===== src/rtl/fcall_pkg.sv =====
package fcall_pkg;
  typedef enum logic [1:0] {
    FC_REL = 2'd0,
    FC_ABS = 2'd1,
    FC_IND = 2'd2,
    FC_RET = 2'd3
  } fc_cmd_e;

  typedef enum logic {
    S_IDLE = 1'b0,
    S_XFER = 1'b1
  } fc_state_e;
endpackage


===== src/rtl/fcall_target.sv =====
module fcall_target
  import fcall_pkg::*;
#(
  parameter int XLEN   = 32,
  parameter int DISP_W = 24,
  parameter int SEG_W  = 4
) (
  input  fc_cmd_e           cmd_i,
  input  logic [XLEN-1:0]   pc_i,
  input  logic [DISP_W-1:0] disp_i,
  input  logic [XLEN-1:0]   areg_i,
  input  logic [XLEN-1:0]   ra_i,
  output logic [XLEN-1:0]   target_o
);
  localparam int OFF_W = DISP_W - SEG_W;
  localparam int GAP_W = XLEN - SEG_W - OFF_W - 1;

  logic [XLEN-1:0] rel_tgt, abs_tgt;
  logic [XLEN-1:0] disp_sx;

  assign disp_sx = {{(XLEN-DISP_W){disp_i[DISP_W-1]}}, disp_i};
  assign rel_tgt = pc_i + (disp_sx << 1);
  // segment nibble to the top, halfword offset at bit 1
  assign abs_tgt = {disp_i[DISP_W-1 -: SEG_W], {GAP_W{1'b0}}, disp_i[OFF_W-1:0], 1'b0};

  always_comb begin
    unique case (cmd_i)
      FC_REL:  target_o = rel_tgt;
      FC_ABS:  target_o = abs_tgt;
      FC_IND:  target_o = {areg_i[XLEN-1:1], 1'b0};
      default: target_o = {ra_i[XLEN-1:1], 1'b0};
    endcase
  end
endmodule


===== src/rtl/fcall_ctrl.sv =====
module fcall_ctrl
  import fcall_pkg::*;
#(
  parameter int XLEN       = 32,
  parameter int WORD_BYTES = 4
) (
  input  logic            clk_i,
  input  logic            rst_ni,
  input  logic            cmd_valid_i,
  output logic            cmd_ready_o,
  input  fc_cmd_e         cmd_i,
  input  logic [XLEN-1:0] target_i,
  input  logic [XLEN-1:0] next_pc_i,
  input  logic [XLEN-1:0] sp_i,
  input  logic [XLEN-1:0] ra_i,
  output logic            mem_valid_o,
  input  logic            mem_ready_i,
  output logic            mem_we_o,
  output logic [XLEN-1:0] mem_addr_o,
  output logic [XLEN-1:0] mem_wdata_o,
  input  logic [XLEN-1:0] mem_rdata_i,
  output logic [XLEN-1:0] pc_o,
  output logic [XLEN-1:0] sp_o,
  output logic [XLEN-1:0] ra_o,
  output logic            done_o
);
  localparam logic [XLEN-1:0] STEP = XLEN'(WORD_BYTES);

  fc_state_e       state_q;
  logic            is_ret_q, done_q;
  logic [XLEN-1:0] tgt_q, sp_new_q, link_q, addr_q, wdata_q;
  logic [XLEN-1:0] pc_q, sp_q, ra_q;
  logic            accept, finish, is_ret;

  assign is_ret = (cmd_i == FC_RET);
  assign accept = cmd_valid_i && (state_q == S_IDLE);
  assign finish = (state_q == S_XFER) && mem_ready_i;

  always_ff @(posedge clk_i or negedge rst_ni) begin
    if (!rst_ni) begin
      state_q  <= S_IDLE;
      is_ret_q <= 1'b0;
      tgt_q    <= '0;
      sp_new_q <= '0;
      link_q   <= '0;
      addr_q   <= '0;
      wdata_q  <= '0;
    end else if (accept) begin
      state_q  <= S_XFER;
      is_ret_q <= is_ret;
      // return target taken from the old link before the pop overwrites it
      tgt_q    <= target_i;
      link_q   <= next_pc_i;
      wdata_q  <= ra_i;
      addr_q   <= is_ret ? sp_i : sp_i - STEP;
      sp_new_q <= is_ret ? sp_i + STEP : sp_i - STEP;
    end else if (finish) begin
      state_q <= S_IDLE;
    end
  end

  always_ff @(posedge clk_i or negedge rst_ni) begin
    if (!rst_ni) begin
      pc_q   <= '0;
      sp_q   <= '0;
      ra_q   <= '0;
      done_q <= 1'b0;
    end else begin
      done_q <= finish;
      if (finish) begin
        pc_q <= tgt_q;
        sp_q <= sp_new_q;
        ra_q <= is_ret_q ? mem_rdata_i : link_q;
      end
    end
  end

  assign cmd_ready_o = (state_q == S_IDLE);
  assign mem_valid_o = (state_q == S_XFER);
  assign mem_we_o    = mem_valid_o && !is_ret_q;
  assign mem_addr_o  = addr_q;
  assign mem_wdata_o = wdata_q;
  assign pc_o        = pc_q;
  assign sp_o        = sp_q;
  assign ra_o        = ra_q;
  assign done_o      = done_q;


  req_stable_chk: assert property (@(posedge clk_i) disable iff (!rst_ni)
    mem_valid_o && !mem_ready_i |=> mem_valid_o && $stable(mem_addr_o)
      && $stable(mem_wdata_o) && $stable(mem_we_o));

  done_after_xfer_chk: assert property (@(posedge clk_i) disable iff (!rst_ni)
    done_o |-> $past(mem_valid_o && mem_ready_i));

  done_pulse_chk: assert property (@(posedge clk_i) disable iff (!rst_ni)
    done_o |=> !done_o);

  commit_hold_chk: assert property (@(posedge clk_i) disable iff (!rst_ni)
    !(mem_valid_o && mem_ready_i) |=> $stable(pc_o) && $stable(sp_o) && $stable(ra_o));

  no_accept_busy_chk: assert property (@(posedge clk_i) disable iff (!rst_ni)
    !(mem_valid_o && cmd_ready_o));
endmodule


===== src/rtl/fcall_seq.sv =====
module fcall_seq
  import fcall_pkg::*;
#(
  parameter int XLEN       = 32,
  parameter int DISP_W     = 24,
  parameter int SEG_W      = 4,
  parameter int WORD_BYTES = 4
) (
  input  logic              clk_i,
  input  logic              rst_ni,
  input  logic              cmd_valid_i,
  output logic              cmd_ready_o,
  input  logic [1:0]        cmd_i,
  input  logic [XLEN-1:0]   pc_i,
  input  logic [XLEN-1:0]   next_pc_i,
  input  logic [DISP_W-1:0] disp_i,
  input  logic [XLEN-1:0]   areg_i,
  input  logic [XLEN-1:0]   sp_i,
  input  logic [XLEN-1:0]   ra_i,
  output logic              mem_valid_o,
  input  logic              mem_ready_i,
  output logic              mem_we_o,
  output logic [XLEN-1:0]   mem_addr_o,
  output logic [XLEN-1:0]   mem_wdata_o,
  input  logic [XLEN-1:0]   mem_rdata_i,
  output logic [XLEN-1:0]   pc_o,
  output logic [XLEN-1:0]   sp_o,
  output logic [XLEN-1:0]   ra_o,
  output logic              done_o
);
  fc_cmd_e         cmd;
  logic [XLEN-1:0] target;

  assign cmd = fc_cmd_e'(cmd_i);

  fcall_target #(.XLEN(XLEN), .DISP_W(DISP_W), .SEG_W(SEG_W)) u_target (
    .cmd_i   (cmd),
    .pc_i    (pc_i),
    .disp_i  (disp_i),
    .areg_i  (areg_i),
    .ra_i    (ra_i),
    .target_o(target)
  );

  fcall_ctrl #(.XLEN(XLEN), .WORD_BYTES(WORD_BYTES)) u_ctrl (
    .clk_i      (clk_i),
    .rst_ni     (rst_ni),
    .cmd_valid_i(cmd_valid_i),
    .cmd_ready_o(cmd_ready_o),
    .cmd_i      (cmd),
    .target_i   (target),
    .next_pc_i  (next_pc_i),
    .sp_i       (sp_i),
    .ra_i       (ra_i),
    .mem_valid_o(mem_valid_o),
    .mem_ready_i(mem_ready_i),
    .mem_we_o   (mem_we_o),
    .mem_addr_o (mem_addr_o),
    .mem_wdata_o(mem_wdata_o),
    .mem_rdata_i(mem_rdata_i),
    .pc_o       (pc_o),
    .sp_o       (sp_o),
    .ra_o       (ra_o),
    .done_o     (done_o)
  );
endmodule


===== config.mk =====
export PLATFORM = sky130hd
export DESIGN_NAME = fcall_seq
export DESIGN_NICKNAME = d
export VERILOG_FILES = /design/src/rtl/fcall_pkg.sv /design/src/rtl/fcall_target.sv /design/src/rtl/fcall_ctrl.sv /design/src/rtl/fcall_seq.sv
export SDC_FILE = /design/constraint.sdc
export NUM_CORES = 1
export LEC_CHECK = 0
export ABC_AREA = 1
export CELL_PAD_IN_SITES_DETAIL_PLACEMENT = 1
export CELL_PAD_IN_SITES_GLOBAL_PLACEMENT = 1
export CORE_MARGIN = 2
export CORE_UTILIZATION = 38
export CTS_BUF_LIST = sky130_fd_sc_hd__clkbuf_4 sky130_fd_sc_hd__clkbuf_8
export CTS_CLUSTER_SIZE = 28
export DETAILED_ROUTE_END_ITERATION = 7
export HOLD_SLACK_MARGIN = 0.06
export PLACE_DENSITY_LB_ADDON = 0.08
export SLEW_MARGIN = 20
export SYNTH_ARGS = -nofsm -noshare
export SYNTH_HDL_FRONTEND = slang
export SYNTH_HIERARCHICAL = 1
export SYNTH_SLANG_ARGS = --single-unit

===== constraint.sdc =====
create_clock -name clk_i -period 3.14 [get_ports clk_i]
set_clock_uncertainty 0.05 [all_clocks]
set_input_delay 0.628 -clock clk_i [delete_from_list [all_inputs] [get_ports clk_i]]
set_output_delay 0.628 -clock clk_i [all_outputs]
set_load 0.1 [all_outputs]

======== After elaboration in Yosys (flattened, before gate mapping) ========
Index checks and enable logic that the tools add are counted.
operators by class
  $add $sub $neg .......................... 3
  eq/ne operators ......................... 3
  mux-type cells .......................... 6
  bitwise operators ....................... 1
  reduce and logical (&&, ||, !) cells .... 6
operators by type and width
  operator                 number
  $mux W32                 3
  $pmux W32 S3             1
  $add A32 B3 Y32 const B  1
  $add A32 B32 Y32         1
  $sub A32 B3 Y32 const B  1
  $eq A2 B2 Y1 const B     2
  $logic_and A1 B1 Y1      3
  $eq A2 B1 Y1 const B     1
  $logic_not A2 Y1         1
  $mux W1                  2
  $reduce_bool A2 Y1       1
  $logic_not A1 Y1         1
  $not A1 Y1               1
storage, ports and cells
  register bits after elaboration ......... 259
  bits of input ports ..................... 222
  output and inout port bits .............. 164
  logic and storage cells ................. 30

======== Depth between registers and ports, before layout ========
Gate-level depths: netlist of run 1.
  depth after elaboration ................. 3
  depth in mapped cells ................... 15
  mapped depth without buffers ............ 15

======== Modules after synthesis ========
Netlist of run 1, hierarchy kept.
by module, submodules not included
  module        times used  cells an instance  area an instance (um^2)
  fcall_ctrl    1           1,559              11,881.4
  fcall_target  1           618                2,991.6

======== Worst setup path before layout of run 1 ========
Ideal clock, no wire load.
  path kind ............................... register -> output
  start point ............................. reg u_ctrl.state_q, in the netlist u_ctrl/mem_valid_o
  end point ............................... out mem_we_o
  arrival time ............................ 3,073 ps
  setup slack ............................. -611 ps
  stages on the path, launching flop included .. 3
  cells stage by stage .................... dfrtp_1 inv_1 nor2_1
on the way
  word-level cells in the longest chain between the ends .. 1
ends and longest elaborated chain
  element                 line              RTL
  from (decl)             fcall_ctrl.sv:29  fc_state_e state_q;
  from (signal assigned)  fcall_ctrl.sv:41  state_q <= S_IDLE;
  from (signal assigned)  fcall_ctrl.sv:49  state_q <= S_XFER;
  from (signal assigned)  fcall_ctrl.sv:58  state_q <= S_IDLE;
  $logic_and A1 B1 Y1     fcall_ctrl.sv:80  assign mem_we_o = mem_valid_o && !is_ret_q;
  to (decl)               fcall_seq.sv:22   output logic mem_we_o,
No other way between the ends.

======== Worst setup path in the final report of run 1 ========
  start point ............................. in disp_i[0]
  end point ............................... reg u_ctrl.tgt_q[9]
on the way
  word-level cells in the longest chain between the ends .. 2
ends and longest elaborated chain
  element               line                RTL
  from (decl)           fcall_seq.sv:16     input logic [DISP_W-1:0] disp_i,
  $add A32 B32 Y32      fcall_target.sv:22  assign rel_tgt = pc_i + (disp_sx << 1);
  $pmux W32 S3          fcall_target.sv:27  unique case (cmd_i)
  named net target[9]   fcall_seq.sv:32     logic [XLEN-1:0] target;
  to (signal assigned)  fcall_ctrl.sv:52    tgt_q <= target_i;
  to (decl)             fcall_ctrl.sv:31    logic [XLEN-1:0] tgt_q, sp_new_q, link_q, addr_q, wdata_q;
The timed path passes the listed nets, and every way through them passes these cells.
A chain may end at the register's enable or synchronous reset.

==> results of run 1 <==
layout make-up:
cell class / instances / area [µm²]
diodes: 5 / 12.5
fillers: 5063 / 18700
flip-flops and latches: 257 / 6430
well taps: 518 / 648
multi-input cells: 1647 / 7380
repair buffers: 421 / 3810
clock buffers: 72 / 885
clock inverters: 11 / 101
inverters: 186 / 701
flip-flops by register name (all words and copies together) (netlist names):
name                count
u_ctrl/mem_wdata_o     32
u_ctrl/ra_o            32
u_ctrl/link_q          32
u_ctrl/sp_o            32
u_ctrl/done_o           1
u_ctrl/tgt_q           32
u_ctrl/sp_new_q        32
u_ctrl/mem_valid_o      1
u_ctrl/mem_addr_o      30
u_ctrl/is_ret_q         1
u_ctrl/pc_o            32
worst max-delay path, cell delays in order:
cell,delay (ps)
clkdlybuf4s50_1,480
ha_1,180
inv_1,60
fa_1,370
inv_1,100
nand2_1,90
o21ai_2,210
nand2_1,110
nand2_1,110
nand2_1,60
nand3_1,100
nand4_1,190
nand2_1,170
nand2_1,60
stage by stage:
| stage | std cells | hold slack [ps] | setup WS [ps] |
|---|---|---|---|
| final | 3117 | 413 | 679 |
| after global routing | 3117 | 444 | 520 |
| after global placement | 3028 | 402 | 83.9 |
| after CTS | 3112 | 413 | 690 |
| after detailed placement | 3028 | 406 | 85.5 |
| after floorplan | 2177 | 282 | 141 |
kinds of logic after synthesis:
| kind of cell | share of synthesized area (%) |
|---|---|
| AO/OA/AOI/OAI | 9.37 |
| buffers and inverters | 7.29 |
| adder cells (fa/ha/maj) | 2.99 |
| XOR/XNOR | 0.589 |
| flip-flops | 43.2 |
| AND/OR/NAND/NOR | 36.5 |
metal layers:
metal	track usage (%)	up-vias	wire length, µm
li1	-	7595	-
met1	40.2	7777	27400
met2	48.2	425	27900
met3	5.40	85	3550
met4	9.27	0	1540
met5	0	-	0
power breakdown:
| group | switching [µW] | total [µW] | leakage [µW] | internal (µW) |
|---|---|---|---|---|
| sequential | 519 | 4670 | 0.00316 | 4150 |
| clock | 1520 | 3410 | 0.000533 | 1890 |
| combinational | 6190 | 7850 | 0.00653 | 1670 |
Yosys cell counts, types with 23 or more instances:
cell	n	area, µm²
o21ai_0	82	410
nor2_1	181	679
a21oi_1	102	510
ha_1	34	425
nand4_1	24	150
nand2_1	1008	3780
buf_2	23	115
inv_1	180	676
nand3_1	88	440
dfrtp_1	257	6430
clkbuf_1	52	195
final timing paths:
kind | start | to | slack (ps) | cells after the start
setup reg to reg | u_ctrl/is_ret_q | u_ctrl/ra_o[21] | 1120 | 4
max in group asynchronous | rst_ni | u_ctrl/sp_o[8] | 1740 | 3
min in group asynchronous | rst_ni | u_ctrl/ra_o[1] | 500 | 2
hold / removal | u_ctrl/tgt_q[8] | u_ctrl/pc_o[8] | 410 | 2
hold reg to reg | u_ctrl/tgt_q[8] | u_ctrl/pc_o[8] | 410 | 2
setup / recovery | disp_i[0] | u_ctrl/tgt_q[9] | 680 | 14
==> impl_results.md, run 1 <==
- DIE HEIGHT: 202 µm
- DRT Pass-1 Iters: 5
- P_leak: 0.0102 µW
- Gates resized, CTS repair: 0
- Status: completed
- Clock H-tree levels: 2
- Core Region: 38,600 µm²
- Most frequent cells in the layout: nand2_1 (1,006), dfrtp_1 (257), clkdlybuf4s50_1 (219), buf_4 (193)
- DR vias/cell: 5.10
- Final instance area: 20,000 µm²
- Final ANT Viol Nets: 0
- Final worst path period need: 2460 ps
- Area growth syn-to-layout: 34.3%
- Vias in the first global route: 16,500
- Hold crit path type: flip-flop to flip-flop
- Slew Viols, Final: 0
- Fin util: 51.7%
- Vias: 15,900
- TNS Setup: 0 ps
- Clock root cell: clkbuf_8
- Clk buf depth: 3
- Post-Syn Area: 14,900 µm²
- Async SR Flop Fraction: 100%
- Unique masters post-synth: 42
- Largest net degree at the start of global routing: 102
- First-pass GRT wire length: 95,000 µm
- Total CTS buffers: 47
- Share of post-route cells with drive strength above 1: 12.9%
- Initial Util: 38.5%
- Crit. End Element: flip-flop
- Port Buf Inserts: 384
- Peak Freq: 406 MHz
- Worst-path clk slew: 60 ps
- Slew HR: 56.3%
- Die Area: 40,700 µm²
- Final Setup Violations: 0
- Sequential-to-total area share from yosys stat: 43.2%
- VDD IR max: 0.000707 V
- Postcts setup bufs: 0
- Crit Path Category: primary input to flip-flop
- Final WL: 60,400 µm
- Total power draw: 15,900 µW
- Chip width: 202 µm
- Worst endpoint required time: 3590 ps
- Number of enable flip-flop cells after synthesis: 0
- Initial antenna violation count: 5
- TritonCTS clock tree: built
- Max-cap check violation count: 0
- Startpoint types: primary input
- Syn Area/Cell: 6.83 µm²
- Site Rows: 72
- Flops & latches, synth: 257
- Tcrit/Tclk final: 78.4%
- GP Congestion: 0.931
- Fin nets: 2,817
- Yosys warns: 6
- Hold Fails Final Rpt: 0
- RSZ-0062 raised after global routing: false
- Arr. time, crit path: 2910 ps
- DRC: 0
- Clock sinks: 257
- Placed inst area: 19,000 µm²
- Later-pin clock latency in the skew report: 630 ps
- Main synth FF type: dfrtp_1
- Pwr per Cell Area: 798 nW/µm²
- Total track usage: 29.6%
- Synth Instances: 2,177
- Per-cell routed wire length: 19.4 µm
- Syn Nets: 2,434
- DR iter-0 viols: 880
- Ports: 386
- Worst-Margin Slew: 656 ps
- CTS Hold Bufs: 1
- Hpwl dp: 46,100 µm
- Most common cell after layout, fill and taps aside: nand2_1
- CP max FO: 3
- Global route total overflow: 0
Note: power is estimated with default switching activity, not from simulation.
==> inputs of run 2 (changes only) <==
--- a/config.mk
+++ b/config.mk
@@ -9,7 +9,7 @@
 export CELL_PAD_IN_SITES_DETAIL_PLACEMENT = 1
 export CELL_PAD_IN_SITES_GLOBAL_PLACEMENT = 1
 export CORE_MARGIN = 2
-export CORE_UTILIZATION = 38
+export CORE_UTILIZATION = 36
 export CTS_BUF_LIST = sky130_fd_sc_hd__clkbuf_4 sky130_fd_sc_hd__clkbuf_8
 export CTS_CLUSTER_SIZE = 28
 export DETAILED_ROUTE_END_ITERATION = 7
==> constraint.sdc (replaced) <==
create_clock -name clk_i -period 2.5 [get_ports clk_i]
set_clock_uncertainty 0.05 [all_clocks]
set_input_delay 0.5 -clock clk_i [delete_from_list [all_inputs] [get_ports clk_i]]
set_output_delay 0.5 -clock clk_i [all_outputs]
set_load 0.1 [all_outputs]
==> impl_results.md, run 2 (synthesis results as in run 1) <==
- Slew Viols, Final: 0
- Chip width: 207 µm
- Ports: 386
- Share of post-route cells with drive strength above 1: 16.9%
- Fin nets: 2,932
- DIE HEIGHT: 207 µm
- Die Area: 43,000 µm²
- Hpwl dp: 48,100 µm
- Most used cell, CP: nand2_1
- Hold crit path type: primary input to async pin
- Area growth syn-to-layout: 41.5%
- Tcrit/Tclk final: 96.2%
- Worst endpoint required time: 2960 ps
- GP Congestion: 0.946
- Most common cell after layout, fill and taps aside: nand2_1
- Place WS: -632 ps
- Total track usage: 28.8%
- Peak Freq: 416 MHz
- RSZ-0062 raised after global routing: false
- Port Buf Inserts: 384
- P_leak: 0.0108 µW
- Final WL: 61,900 µm
- Arr. time, crit path: 2870 ps
- Site Rows: 74
- Final ANT Viol Nets: 0
- Worst-Margin Slew: 659 ps
- Clock H-tree levels: 2
- Vias: 16,100
- DRT Pass-1 Iters: 5
- TritonCTS clock tree: built
- Initial Util: 36.4%
- Cell at the slowest stage of the critical path: clkdlybuf4s50_1
- DR iter-0 viols: 1,006
- Core Region: 40,800 µm²
- Clock sinks: 257
- Clk buf depth: 3
- Total CTS buffers: 47
- VDD IR max: 0.000762 V
- Final worst-path setup slack: 94.1 ps
- Most frequent cells in the layout: nand2_1 (1,004), buf_4 (300), dfrtp_1 (256), clkdlybuf4s50_1 (219), nor2_1 (178)
- Crit Path Category: primary input to flip-flop
- Max-cap check violation count: 0
- TNS Setup: 0 ps
- WP buf/inv: 3
- CP max FO: 3
- DR vias/cell: 4.98
- Slew HR: 56.1%
- Final Setup Violations: 0
- Later-pin clock latency in the skew report: 620 ps
- Per-cell routed wire length: 19.1 µm
- Worst-path clk slew: 60 ps
- Critical Path Max Stage Delay: 500 ps
- Final worst path period need: 2410 ps
- Total power draw: 20,500 µW
- Largest net degree at the start of global routing: 72
- Global route total overflow: 0
- Vias in the first global route: 17,000
- Startpoint types: primary input
- Clock root cell: clkbuf_8
- DRC: 0
- First-pass GRT wire length: 98,000 µm
- Finished Layout Cells: 3,243
- Crit-path cells: clkdlybuf4s50_1, ha_2, inv_1, fa_1, inv_2, nand2_1, o21ai_2, nand2_1, nand2_1, nand2_1, nand3_2, nand4_1, nand2_1, nand2_1
- Status: completed
- Hold Fails Final Rpt: 0
- Pwr per Cell Area: 976 nW/µm²
- Crit. End Element: flip-flop
- Cell family with most CP delay: simple AND/OR/NAND/NOR gates
- Placed cell count: 3,156
- Initial antenna violation count: 2
[run 2: cell types whose count changed in the layout (fill, tap and decap cells not counted), moves of 3 or more]
cell,change
clkbuf_4,-6
diode_2,-3
buf_12,+8
clkbuf_8,+5
buf_4,+107
[run 2: final timing paths]
path / from / end / slack, ps / cells past startpoint
worst max-delay path: disp_i[0] / u_ctrl/tgt_q[9] / 90 / 14
worst min-delay path: rst_ni / u_ctrl/ra_o[7] / 350 / 2
worst max register to register: u_ctrl/mem_valid_o / u_ctrl/mem_valid_o / 770 / 4
worst min register to register: u_ctrl/tgt_q[7] / u_ctrl/pc_o[7] / 420 / 2
max in group asynchronous: rst_ni / u_ctrl/sp_o[22] / 1250 / 3
min in group clk_i: next_pc_i[0] / u_ctrl/link_q[0] / 370 / 3
[run 2: through the flow]
step | hold WS [ps] | utilization (%) | instance area, µm²
6_report | 355 | 51.6 | 21100
3_5_place_dp | 405 | 48.8 | 19900
4_1_cts | 319 | 51.5 | 21000
2_1_floorplan | 154 | - | 14900
5_1_grt | 346 | 51.6 | 21100
3_3_place_gp | 402 | 48.8 | 19900
[run 2: repair_timing]
action	CTS	global route
setup buffers	0	1
setup endpoints to repair	0	2
hold buffers	1	0
gates resized for setup	0	6
hold endpoints to repair	49	0
[run 2: worst reg2reg max path, delay by kind of cell (launching register included)]
family                 cells  cell delay [ps]
AO/OA/AOI/OAI              1              200
flip-flops                 1              450
AND/OR/NAND/NOR            1              150
buffers and inverters      2              720
[run 2: report_power, final]
group	switching [µW]	total (µW)	internal, µW
Clock	1950	4600	2650
Sequential	621	5840	5220
Combinational	7840	10100	2270
Total	10400	20500	10100
[run 2: layer usage]
metal / vias up / wire length [µm] / GRT usage (%)
li1: 7824 / - / -
met1: 7840 / 29000 / 39.9
met2: 402 / 28500 / 46.7
met3: 83 / 3080 / 4.75
met4: 0 / 1330 / 7.71
met5: - / 0 / 0
[run 2: area by class of cell]
type / count / area (µm²)
antenna: 2 / 5.00
clock buffer: 71 / 908
clock inverter: 12 / 164
fill: 5290 / 19800
inverter: 186 / 704
multi-input combinational: 1647 / 7400
sequential: 257 / 6430
tap: 532 / 666
timing repair buffer: 536 / 4770
==> inputs of run 3 (changes only) <==
--- a/config.mk
+++ b/config.mk
@@ -8,7 +8,7 @@
 export ABC_AREA = 1
 export CELL_PAD_IN_SITES_DETAIL_PLACEMENT = 1
 export CELL_PAD_IN_SITES_GLOBAL_PLACEMENT = 1
-export CORE_MARGIN = 2
+export CORE_MARGIN = 3
 export CORE_UTILIZATION = 36
 export CTS_BUF_LIST = sky130_fd_sc_hd__clkbuf_4 sky130_fd_sc_hd__clkbuf_8
 export CTS_CLUSTER_SIZE = 28
==> impl_results.md, run 3 (synthesis results as in run 1) <==
- Final worst path period need: 2430 ps
- R2R depth: 6
- Crit Path Category: primary input to flip-flop
- Later-pin clock latency in the skew report: 610 ps
- Chip width: 209 µm
- Arr. time, crit path: 2880 ps
- Area growth syn-to-layout: 41.4%
- Hold crit path type: primary input to async pin
- Per-cell routed wire length: 19.6 µm
- Clock sinks: 257
- GR Layer Usage met2: 46.5%
- VDD IR max: 0.000720 V
- Setup slack, reg-to-reg: 630 ps
- CP max FO: 4
- Hold Fails Final Rpt: 0
- Total track usage: 28.6%
- Clock H-tree levels: 2
- Clock root cell: clkbuf_8
- Worst-path clk slew: 60 ps
- Hold_ws: 392 ps
- Peak Freq: 412 MHz
- Placed inst area: 20,100 µm²
- Startpoint types: primary input
- DR vias/cell: 5.02
- Met1 Usage GRT: 39.5%
- Global route hottest layer: met2
- Fin nets: 2,947
- P_leak: 0.0109 µW
- Core Region: 40,300 µm²
- Share of post-route cells with drive strength above 1: 17.1%
- Total CTS buffers: 45
- Pwr per Cell Area: 956 nW/µm²
- DIE HEIGHT: 209 µm
- Final ANT Viol Nets: 0
- Final Setup Violations: 0
- Site Rows: 73
- Tcrit/Tclk final: 97.1%
- Clk buf depth: 3
- Port Buf Inserts: 384
- Most frequent cells in the layout: nand2_1 (1,004), buf_4 (316), dfrtp_1 (256), clkdlybuf4s50_1 (219), nor2_1 (180)
- Met3 usage: 6.31%
- DRC: 0
- Fillers: 5,208
- R2r endpoint: u_ctrl/sp_new_q[10]
- Final instance area: 21,000 µm²
- Die Area: 43,800 µm²
- Worst endpoint required time: 2950 ps
- Worst-Margin Slew: 557 ps
- First-pass GRT wire length: 99,200 µm
- DR iter-0 viols: 1,008
- Crit. End Element: flip-flop
- Status: completed
- Crit path launch: disp_i[0]
- Slew HR: 62.8%
- Ports: 386
- Final WL: 63,500 µm
- Vias in the first global route: 17,200
- Slew Viols, Final: 0
- RSZ-0062 raised after global routing: false
- DRT Pass-1 Iters: 5
- Total power draw: 20,100 µW
- Largest net degree at the start of global routing: 114
- Max-cap check violation count: 0
- Hpwl dp: 49,700 µm
- Initial antenna violation count: 4
- TritonCTS clock tree: built
- Most common cell after layout, fill and taps aside: nand2_1
- GP Congestion: 0.963
- Worst R2R Start: u_ctrl/mem_valid_o
- Initial Util: 36.9%
- Global route total overflow: 0
- Vias: 16,300
## run 3: cell types whose count changed in the layout (fill, tap and decap cells not counted), moves of 2 or more
cell       delta
bufinv_16     -2
nor2_2        -2
clkbuf_8      -7
nor2_1        +2
clkinv_2      +2
buf_4        +16
## run 3: what timing repair did
| action | 4_1_cts | 5_1_grt |
|---|---|---|
| endpoints found under the setup margin | 0 | 3 |
| gates resized for setup | 0 | 5 |
| hold buffers | 1 | 0 |
| hold endpoints to repair | 54 | 0 |
| buffers inserted | 0 | 1 |
## run 3: worst max-delay path by stage
stage          slack [ps]  depth (start not counted)          endpoint
3_5_place_dp         -640                         14  u_ctrl/tgt_q[11]
6_report               70                         14  u_ctrl/tgt_q[11]
5_1_grt                20                         14  u_ctrl/tgt_q[11]
3_3_place_gp         -630                         14  u_ctrl/tgt_q[11]
4_1_cts                40                         14  u_ctrl/tgt_q[11]
2_1_floorplan         120                          2          mem_we_o
## run 3: final cells by class
cell class	instances	area, µm²	share of cell area (%)
Tap cell	525	657	3.12
Antenna cell	3	7.51	0.0357
Clock inverter	12	108	0.512
Timing Repair Buffer	553	4910	23.3
Multi-Input combinational cell	1647	7390	35.1
Clock buffer	65	820	3.90
Sequential cell	257	6430	30.6
Inverter	186	704	3.35
## run 3: through the flow
step | utilization [%] | setup slack, ps | std cells | setup TNS (ps)
after floorplan | - | 115 | 2177 | 0
after global placement | 49.8 | -630 | 3166 | -9120
after detailed placement | 49.8 | -645 | 3166 | -10280
after CTS | 52.2 | 35.0 | 3244 | 0
after global routing | 52.2 | 17.2 | 3248 | 0
final | 52.2 | 72.2 | 3248 | 0
## run 3: per-layer routing
metal	vias to the layer above	part of all wire, %
met3	59	6.9
met1	7939	45
li1	7857	-
met5	-	0.054
met2	455	46
met4	4	1.5
## run 3: worst max-delay path, stage by stage
cell and delay (ps):
clkdlybuf4s50_1 520, ha_2 210, inv_1 50, fa_1 400, inv_2 100, nand4_1 100, nand2_2 110, nand2_1 70
nand2_2 100, a21oi_1 60, o21ai_1 120, nand4_1 320, nand2_1 160, nand2_1 60
## run 3: report_power, final
group / switching [µW] / internal, µW / total (µW)
combinational: 7890 / 2290 / 10200
clock: 1870 / 2220 / 4090
sequential: 625 / 5220 / 5840
